==> src/rtl/gdp_pkg.sv <==
package gdp_pkg;

    typedef enum logic [1:0] {
        LEG_OFF = 2'd0,
        LEG_HI  = 2'd1,
        LEG_LO  = 2'd2
    } leg_state_t;

    typedef enum logic {
        FLT_RUN     = 1'b0,
        FLT_LATCHED = 1'b1
    } flt_state_t;

endpackage

==> src/rtl/gdp_glitch_filter.sv <==
module gdp_glitch_filter #(
    parameter int FILT_CYC = 78
) (
    input  logic clk,
    input  logic rst_n,
    input  logic raw_n,
    output logic clean_n
);
    localparam int CW = (FILT_CYC < 2) ? 1 : $clog2(FILT_CYC + 1);
    localparam logic [CW-1:0] CMAX = CW'(FILT_CYC - 1);

    logic          sy1, sy2;
    logic [CW-1:0] run_cnt;

    always_ff @(posedge clk or negedge rst_n) begin
        if (!rst_n) begin
            sy1     <= 1'b1;
            sy2     <= 1'b1;
            clean_n <= 1'b1;
            run_cnt <= '0;
        end else begin
            sy1 <= raw_n;
            sy2 <= sy1;
            if (sy2 != clean_n) begin
                if (run_cnt == CMAX) begin
                    clean_n <= sy2;
                    run_cnt <= '0;
                end else begin
                    run_cnt <= run_cnt + 1'b1;
                end
            end else begin
                run_cnt <= '0;
            end
        end
    end
endmodule

==> src/rtl/gdp_phase_leg.sv <==
module gdp_phase_leg
    import gdp_pkg::*;
#(
    parameter int DEAD_CYC = 175
) (
    input  logic clk,
    input  logic rst_n,
    input  logic want_hi,
    input  logic want_lo,
    input  logic kill,
    output logic drv_hi,
    output logic drv_lo,
    output logic turn_on
);
    localparam int DW = (DEAD_CYC < 2) ? 1 : $clog2(DEAD_CYC + 1);
    localparam logic [DW-1:0] DMAX = DW'(DEAD_CYC - 1);

    leg_state_t    state, state_nx;
    logic [DW-1:0] dead_cnt, dead_nx;
    logic          only_hi, only_lo, dead_ok;

    assign only_hi = want_hi & ~want_lo;
    assign only_lo = want_lo & ~want_hi;
    assign dead_ok = (dead_cnt == DMAX);

    always_comb begin
        state_nx = state;
        dead_nx  = dead_cnt;
        unique case (state)
            LEG_OFF: begin
                if (!dead_ok) dead_nx = dead_cnt + 1'b1;
                if (dead_ok && !kill) begin
                    if (only_hi)      state_nx = LEG_HI;
                    else if (only_lo) state_nx = LEG_LO;
                end
            end
            LEG_HI: begin
                if (kill || !only_hi) begin
                    state_nx = LEG_OFF;
                    dead_nx  = '0;
                end
            end
            LEG_LO: begin
                if (kill || !only_lo) begin
                    state_nx = LEG_OFF;
                    dead_nx  = '0;
                end
            end
            default: begin
                state_nx = LEG_OFF;
                dead_nx  = '0;
            end
        endcase
    end

    always_ff @(posedge clk or negedge rst_n) begin
        if (!rst_n) begin
            state    <= LEG_OFF;
            dead_cnt <= DMAX;
        end else begin
            state    <= state_nx;
            dead_cnt <= dead_nx;
        end
    end

    always_comb begin
        drv_hi  = (state == LEG_HI) && !kill;
        drv_lo  = (state == LEG_LO) && !kill;
        turn_on = (state == LEG_OFF) && (state_nx != LEG_OFF);
    end
endmodule

==> src/rtl/gdp_fault_keeper.sv <==
module gdp_fault_keeper
    import gdp_pkg::*;
#(
    parameter int BLANK_CYC = 100
) (
    input  logic clk,
    input  logic rst_n,
    input  logic trip,
    input  logic shut,
    input  logic uv,
    input  logic clr,
    input  logic any_turn_on,
    output logic kill,
    output logic fault_n
);
    localparam int BW = (BLANK_CYC < 2) ? 1 : $clog2(BLANK_CYC + 1);
    localparam logic [BW-1:0] BLOAD = BW'(BLANK_CYC);

    flt_state_t    state, state_nx;
    logic [1:0]    trip_sy, shut_sy, uv_sy, clr_sy;
    logic [BW-1:0] blank_cnt;
    logic          trip_s, shut_s, uv_s, clr_s;

    assign trip_s = trip_sy[1];
    assign shut_s = shut_sy[1];
    assign uv_s   = uv_sy[1];
    assign clr_s  = clr_sy[1];

    always_ff @(posedge clk or negedge rst_n) begin
        if (!rst_n) begin
            trip_sy   <= '0;
            shut_sy   <= '0;
            uv_sy     <= '0;
            clr_sy    <= '0;
            blank_cnt <= '0;
        end else begin
            trip_sy <= {trip_sy[0], trip};
            shut_sy <= {shut_sy[0], shut};
            uv_sy   <= {uv_sy[0], uv};
            clr_sy  <= {clr_sy[0], clr};
            if (any_turn_on)          blank_cnt <= BLOAD;
            else if (blank_cnt != '0) blank_cnt <= blank_cnt - 1'b1;
        end
    end

    always_comb begin
        state_nx = state;
        unique case (state)
            FLT_RUN:     if (trip_s && blank_cnt == '0) state_nx = FLT_LATCHED;
            FLT_LATCHED: if (clr_s && !trip_s)          state_nx = FLT_RUN;
            default:                                    state_nx = FLT_RUN;
        endcase
    end

    always_ff @(posedge clk or negedge rst_n) begin
        if (!rst_n) state <= FLT_RUN;
        else        state <= state_nx;
    end

    always_comb begin
        kill    = (state == FLT_LATCHED) | shut_s | uv_s;
        fault_n = ~kill;
    end
endmodule

==> src/rtl/gate_drive_guard.sv <==
module gate_drive_guard #(
    parameter int N_PHASE   = 3,
    parameter int FILT_CYC  = 78,
    parameter int DEAD_CYC  = 175,
    parameter int BLANK_CYC = 100
) (
    input  logic               clk,
    input  logic               rst_n,
    input  logic [N_PHASE-1:0] cmd_hi_n,
    input  logic [N_PHASE-1:0] cmd_lo_n,
    input  logic               oc_trip,
    input  logic               shut,
    input  logic               supply_low,
    input  logic               fault_clr,
    output logic [N_PHASE-1:0] gate_hi,
    output logic [N_PHASE-1:0] gate_lo,
    output logic               fault_n
);
    logic [N_PHASE-1:0] filt_hi_n, filt_lo_n, leg_on;
    logic               kill;

    for (genvar p = 0; p < N_PHASE; p++) begin : g_phase
        gdp_glitch_filter #(.FILT_CYC(FILT_CYC)) u_filt_hi (
            .clk(clk), .rst_n(rst_n), .raw_n(cmd_hi_n[p]), .clean_n(filt_hi_n[p])
        );
        gdp_glitch_filter #(.FILT_CYC(FILT_CYC)) u_filt_lo (
            .clk(clk), .rst_n(rst_n), .raw_n(cmd_lo_n[p]), .clean_n(filt_lo_n[p])
        );
        gdp_phase_leg #(.DEAD_CYC(DEAD_CYC)) u_leg (
            .clk(clk), .rst_n(rst_n),
            .want_hi(~filt_hi_n[p]), .want_lo(~filt_lo_n[p]), .kill(kill),
            .drv_hi(gate_hi[p]), .drv_lo(gate_lo[p]), .turn_on(leg_on[p])
        );
    end

    gdp_fault_keeper #(.BLANK_CYC(BLANK_CYC)) u_fault (
        .clk(clk), .rst_n(rst_n), .trip(oc_trip), .shut(shut), .uv(supply_low),
        .clr(fault_clr), .any_turn_on(|leg_on), .kill(kill), .fault_n(fault_n)
    );
endmodule

==> config.mk <==
export PLATFORM = sky130hd
export DESIGN_NAME = gate_drive_guard
export DESIGN_NICKNAME = d
export VERILOG_FILES = /design/src/rtl/gdp_pkg.sv /design/src/rtl/gdp_glitch_filter.sv /design/src/rtl/gdp_phase_leg.sv /design/src/rtl/gdp_fault_keeper.sv /design/src/rtl/gate_drive_guard.sv
export SDC_FILE = /design/constraint.sdc
export NUM_CORES = 1
export LEC_CHECK = 0
export BUFFER_PORTS_ARGS = -buffer_cell sky130_fd_sc_hd__buf_2
export CAP_MARGIN = 30
export CORE_UTILIZATION = 60
export DETAILED_ROUTE_END_ITERATION = 10
export PLACE_DENSITY = 0.78
export SLEW_MARGIN = 40
export SYNTH_ARGS = -nofsm -noshare
export SYNTH_HDL_FRONTEND = slang
export SYNTH_HIERARCHICAL = 1
export SYNTH_SLANG_ARGS = --single-unit
==> constraint.sdc <==
create_clock -name clk -period 5.2 [get_ports clk]
set_input_delay 1.04 -clock clk [delete_from_list [all_inputs] [get_ports clk]]
set_output_delay 1.04 -clock clk [all_outputs]
set_load 0.05 [all_outputs]
### Yosys cells after proc, flatten, opt, wreduce, memory -nomap -nowiden

Index checks and enable logic that the tools add are counted.

| word-level totals | value |
|---|---|
| flip-flop bits (word level) | 106 |
| latch bits | 0 |
| bits in writable memories | 0 |
| ROM bits | 0 |
| input bits | 12 |
| output and inout bits | 7 |
| logic and storage cells | 186 |
| memories kept | 0 |

| cells by class | value |
|---|---|
| $add $sub $neg | 10 |
| $mul | 0 |
| divide/modulo/power cells | 0 |
| magnitude comparators | 0 |
| eq/ne operators | 30 |
| shifts and indexed selects | 0 |
| muxes and demuxes | 47 |
| bitwise logic cells | 16 |
| reductions and logical operators | 47 |

Operator list:

| cell | number |
|---|---|
| $mux 7 | 14 |
| $mux 8 | 9 |
| $pmux 8 s3 | 3 |
| $add 7x1->7 const B | 6 |
| $eq 7x7->1 const B | 6 |
| $mux 2 | 15 |
| $add 8x1->8 const B | 3 |
| $eq 8x8->1 const B | 3 |
| $pmux 2 s3 | 3 |
| $logic_and 1x1->1 | 14 |
| $ne 2x1->1 const B | 6 |
| $reduce_and 2->1 | 6 |
| $reduce_and 3->1 | 3 |
| $logic_not 1->1 | 8 |
| $not 1->1 | 8 |
| $reduce_bool 2->1 | 4 |
| $logic_not 7->1 | 1 |
| $reduce_bool 7->1 | 1 |
| $sub 7x1->7 const B | 1 |
| $and 1x1->1 | 6 |
| $eq 2x1->1 const B | 3 |
| $eq 2x2->1 const B | 3 |
| $logic_not 2->1 | 3 |
| $logic_or 1x1->1 | 6 |
| other kinds (6) | 15 |

### Logic depth before layout (Yosys ltp)

| logic depth | value |
|---|---|
| depth in word-level cells | 10 |
| mapped depth | 9 |
| gate-level depth less buffers | 8 |

### Modules after synthesis

The synthesis kept the hierarchy.

By module, submodules not included:

| module | instances | cells each | area each (µm²) | seq. area each (µm²) |
|---|---|---|---|---|
| gdp_glitch_filter (g_phase[0].u_filt_hi ...) | 5 | 38 | 451.7 | 254.0 |
| gdp_phase_leg | 3 | 62 | 613.1 | 256.5 |
| gdp_fault_keeper | 1 | 48 | 611.8 | 400.4 |
| gdp_glitch_filter (g_phase[2].u_filt_hi) | 1 | 37 | 447.9 | 254.0 |
| gate_drive_guard | 1 | 7 | 28.8 | 0.0 |

### Worst setup path after synthesis

No wires, ideal clock.

| path | value |
|---|---|
| kind | register -> output |
| start | register u_fault.shut_sy[1] |
| end | output gate_hi[0] |
| arrival | 2122 ps |
| data required time | 4160 ps |
| setup slack | 2038 ps |
| cell stages (with the launch flop) | 3 |
| path buffers | 0 |
| cells stage by stage | dfrtp_1 -> or3_1 -> nor3b_1 |

| on the way | value |
|---|---|
| cells in the longest elaborated chain, start to end | 4 |

RTL lines:

| item | line | RTL |
|---|---|---|
| from (decl) | gdp_fault_keeper.sv:20 | `logic [1:0] trip_sy, shut_sy, uv_sy, clr_sy;` |
| from (signal assigned) | gdp_fault_keeper.sv:38 | `shut_sy <= {shut_sy[0], shut};` |
| $or 1x1->1 (2 in series) | gdp_fault_keeper.sv:61 | `kill = (state == FLT_LATCHED) \| shut_s \| uv_s;` |
| via kill | gate_drive_guard.sv:20 | `logic kill;` |
| $logic_not 1->1 | gdp_phase_leg.sv:67 | `drv_hi = (state == LEG_HI) && !kill;` |
| $logic_and 1x1->1 | gdp_phase_leg.sv:67 |  |
| to (decl) | gate_drive_guard.sv:15 | `output logic [N_PHASE-1:0] gate_hi,` |

The timed path passes the listed nets, and every way through them passes these cells.

### Worst setup path in the final report

| path | value |
|---|---|
| start | register u_fault.shut_sy[1] |
| end | output gate_lo[0] |

| on the way | value |
|---|---|
| cells in the longest elaborated chain, start to end | 4 |

RTL lines:

| item | line | RTL |
|---|---|---|
| $or 1x1->1 (2 in series) | gdp_fault_keeper.sv:61 |  |
| via kill | gate_drive_guard.sv:20 |  |
| $logic_not 1->1 | gdp_phase_leg.sv:68 | `drv_lo = (state == LEG_LO) && !kill;` |
| $logic_and 1x1->1 | gdp_phase_leg.sv:68 |  |
| to (decl) | gate_drive_guard.sv:16 | `output logic [N_PHASE-1:0] gate_lo,` |

The timed path passes the listed nets, and every way through them passes these cells.

==> flow_metrics.py <==
metrics = {
    "cells_and_area": {
        "layout-drive-gt1-share_pct": 20.24,
        "layout.nets": 525,
        "fin_util_pct": 67.28,
        "diodes": 0,
        "final_common_cell": "dfrtp_1",
        "syn2layout_area_growth_pct": 7.672,
        "instances_no_fill": 604,
        "most-common-layout-cells": "dfrtp_1, nor2_1, dfstp_2",
    },
    "timing": {
        "worstMarginPinSlew_ns": 0.6675,
        "fin_crit_ns": 3.186,
        "timing.setup.tns_ns": 0,
        "max_freq_ghz": 0.3139,
        "post-route-period-util_pct": 61.26,
        "setup_viol": 0,
        "grt_setup_unrepaired": "no",
        "hold_violations": 0,
        "skew_ns": 0.01255,
        "slew-limit-headroom_pct": 55.50,
        "final_max_slew_viol_count": 0,
    },
    "setup_path": {
        "r2r-start": "u_fault/state$_DFF_PN0_",
        "r2r_slack_ns": 2.86,
        "timing_worst_setup_path_type": "flip-flop to output pin",
        "cp_data_required_time_ns": 4.16,
        "r2r_cells": 6,
        "worstSetupEndpoint": "gate_lo[0]",
        "r2r-end": "u_fault/blank_cnt[3]$_DFFE_PN0P_",
        "startpoint": "u_fault/shut_sy[1]$_DFF_PN0_",
        "worstSetupEndpointType": "output pin",
        "worst_ep_arrival_time_ns": 2.15,
        "path_max_fanout": 16,
        "cp-start-kind": "flip-flop",
    },
    "yosys": {
        "syn_avg_cell_area_um2": 11.08,
        "yosysSeqAreaShare_pct": 51.94,
        "synthCells": 468,
        "synthesis.area_um2": 5186,
        "ys_top_cells_by_area": "dfrtp_1, dfstp_2, ha_1",
        "ys_ff_latch": 106,
        "ys_types": 51,
        "synthFlopType": "dfrtp_1",
        "synth_top_cell_by_area": "dfrtp_1",
        "synth_fp_nets": 499,
        "ys_warn_count": 6,
        "yosysTopAreaCellShare_pct": 35.22,
        "async_flop_share_pct": 100.0,
        "synth_edf_count": 0,
    },
    "min_path": {
        "hold_path_class": "flip-flop to flip-flop",
        "hold_depth": 0,
    },
    "power": {
        "p_leak_nw": 2.357,
        "worst_ir_drop_vdd_mv": 0.1467,
        "powerDensity_nw_per_um2": 252.0,
        "finalPower_w": 0.001407,
    },
    "global_route": {
        "grt_pass1_wl_um": 15280,
        "grt_max_degree": 74,
        "antenna_found_initial": 0,
        "gr-usage-all-layers_pct": 21.72,
        "grt_overflow": 0,
        "grt_pass1_vias": 3507,
    },
    "clock_tree": {
        "cts_setup_buffers": 0,
        "cts_resized": 0,
        "clk_latency_ns": 0.36,
        "cts.htree.levels": 3,
        "clk_pin_slew_ns": 0.10,
        "clockRootBuffer": "clkbuf_8",
        "cts_buffer_depth": 2,
        "cts_tree": "done",
        "numClockSinks": 106,
        "cts_hold_buf": 0,
        "numCtsBuffers": 9,
    },
    "route": {
        "final_antenna_net_count": 0,
        "dr.pass1.iters": 4,
        "vias": 3553,
        "drc_errors": 0,
        "via_per_inst": 5.882,
        "initialDrtViolationCount": 85,
        "routedWlPerCell_um": 14.78,
        "wl_um": 8927,
    },
    "job": {
        "cap_violations": 0,
    },
    "die": {
        "die_w_um": 94.97,
        "initial_core_util_pct": 62.49,
        "die-area_um2": 9019,
        "die_h_um": 94.97,
        "rows": 33,
        "core-area_um2": 8299,
        "top_level_ports": 19,
    },
    "place": {
        "port_buffers": 18,
        "dp.cells": 588,
        "place_congestion": 0.8661,
        "hpwlAfterDp_um": 6369,
    },
    "outcome": {
        "status": "finished, final reports clean",
    },
}
==> metal layers <==
| metal | track usage (%) | part of all wire, % | vias up | routed length, µm |
|---|---|---|---|---|
| met5 | 0 | 0 | - | 0 |
| met4 | 8.081 | 1.3 | 0 | 116 |
| met3 | 3.784 | 3.3 | 13 | 292 |
| met2 | 36.69 | 50 | 54 | 4423 |
| met1 | 27.94 | 46 | 1750 | 4094 |
| li1 | - | - | 1736 | - |
==> cell type report <==
cell class              count  area [µm²]
flip-flops and latches    106        2694
clock buffers              11       141.4
inverters                  22       82.58
repair buffers             19       103.9
clock inverters             5       47.55
fillers                   645        2715
multi-input cells         336        2384
well taps                 105       131.4
==> state kept, by name, summed over array words and instances, names as in the netlist, 6 cells and up <==
signal and cells:
g_phase.u_filt_hi/run_cnt 21, g_phase.u_filt_lo/run_cnt 21, g_phase.u_leg/dead_cnt 24, g_phase.u_leg/state 6, u_fault/blank_cnt 7
==> stage by stage <==
stage / worst slack [ns] / hold slack, ns / instance area (µm²)
final: 2.014 / 0.3615 / 5584
after global routing: 1.880 / 0.3666 / 5584
after CTS: 2.010 / 0.3640 / 5584
after detailed placement: 2.438 / 0.3363 / 5395
after global placement: 2.500 / 0.3421 / 5391
after floorplan: 2.038 / 0.3312 / 5186
==> cell families (layout without fill, tap and decap cells) <==
group                      count (synthesis)  in the layout  synth area share (%)
buffers and inverters                     26             57                 2.099
xor gates and xnor gates                  29             29                 4.898
muxes                                     10             10                 2.099
and+or+nand+nor                          179            179                 20.51
AOI/OAI and AO/OA                         99             99                 13.87
DFF                                      106            106                 51.94
adders and majority gates                 19             19                 4.584
==> report_power, final <==
| part | switching (W) | total, W | internal [W] |
|---|---|---|---|
| Combinational | 0.0000382 | 0.0000609 | 0.0000227 |
| Clock | 0.000284 | 0.000480 | 0.000196 |
| Sequential | 0.0000178 | 0.000866 | 0.000848 |
==> cells in the mapped netlist (4+ instances only) <==
| master | number |
|---|---|
| nand2_1 | 24 |
| nand2_2 | 6 |
| inv_1 | 22 |
| or3_1 | 24 |
| nor3b_1 | 8 |
| o21a_1 | 6 |
| nand4_1 | 9 |
| nand3_2 | 5 |
| dfrtp_1 | 73 |
| a21oi_1 | 29 |
| nor2_1 | 36 |
| nand3_1 | 18 |
| xor2_1 | 21 |
| dfstp_2 | 33 |
| xnor2_1 | 8 |
| o21ai_0 | 30 |
| o41ai_4 | 6 |
| ha_1 | 19 |
| a31oi_1 | 4 |
| nor3_1 | 12 |
| mux2_1 | 5 |
| nor2b_1 | 6 |
| nor4_1 | 6 |
==> critical path: stages, from the launching register on <==
cell,delay [ns]
dfrtp_1,0.37
or3_1,0.66
nor2b_1,0.32
nor2b_1,0.16
buf_2,0.27
==> worst min-delay path by stage <==
stage,startpoint,to
final,g_phase[2].u_filt_hi/sy1$_DFF_PN1_,g_phase[2].u_filt_hi/sy2$_DFF_PN1_
after global routing,g_phase[0].u_filt_lo/sy1$_DFF_PN1_,g_phase[0].u_filt_lo/sy2$_DFF_PN1_
after CTS,g_phase[2].u_filt_hi/sy1$_DFF_PN1_,g_phase[2].u_filt_hi/sy2$_DFF_PN1_
after detailed placement,u_fault/trip_sy[0]$_DFF_PN0_,u_fault/trip_sy[1]$_DFF_PN0_
after global placement,u_fault/trip_sy[0]$_DFF_PN0_,u_fault/trip_sy[1]$_DFF_PN0_
after floorplan,u_fault/clr_sy[0]$_DFF_PN0_,u_fault/clr_sy[1]$_DFF_PN0_
Note: power is estimated with default switching activity, not from simulation.
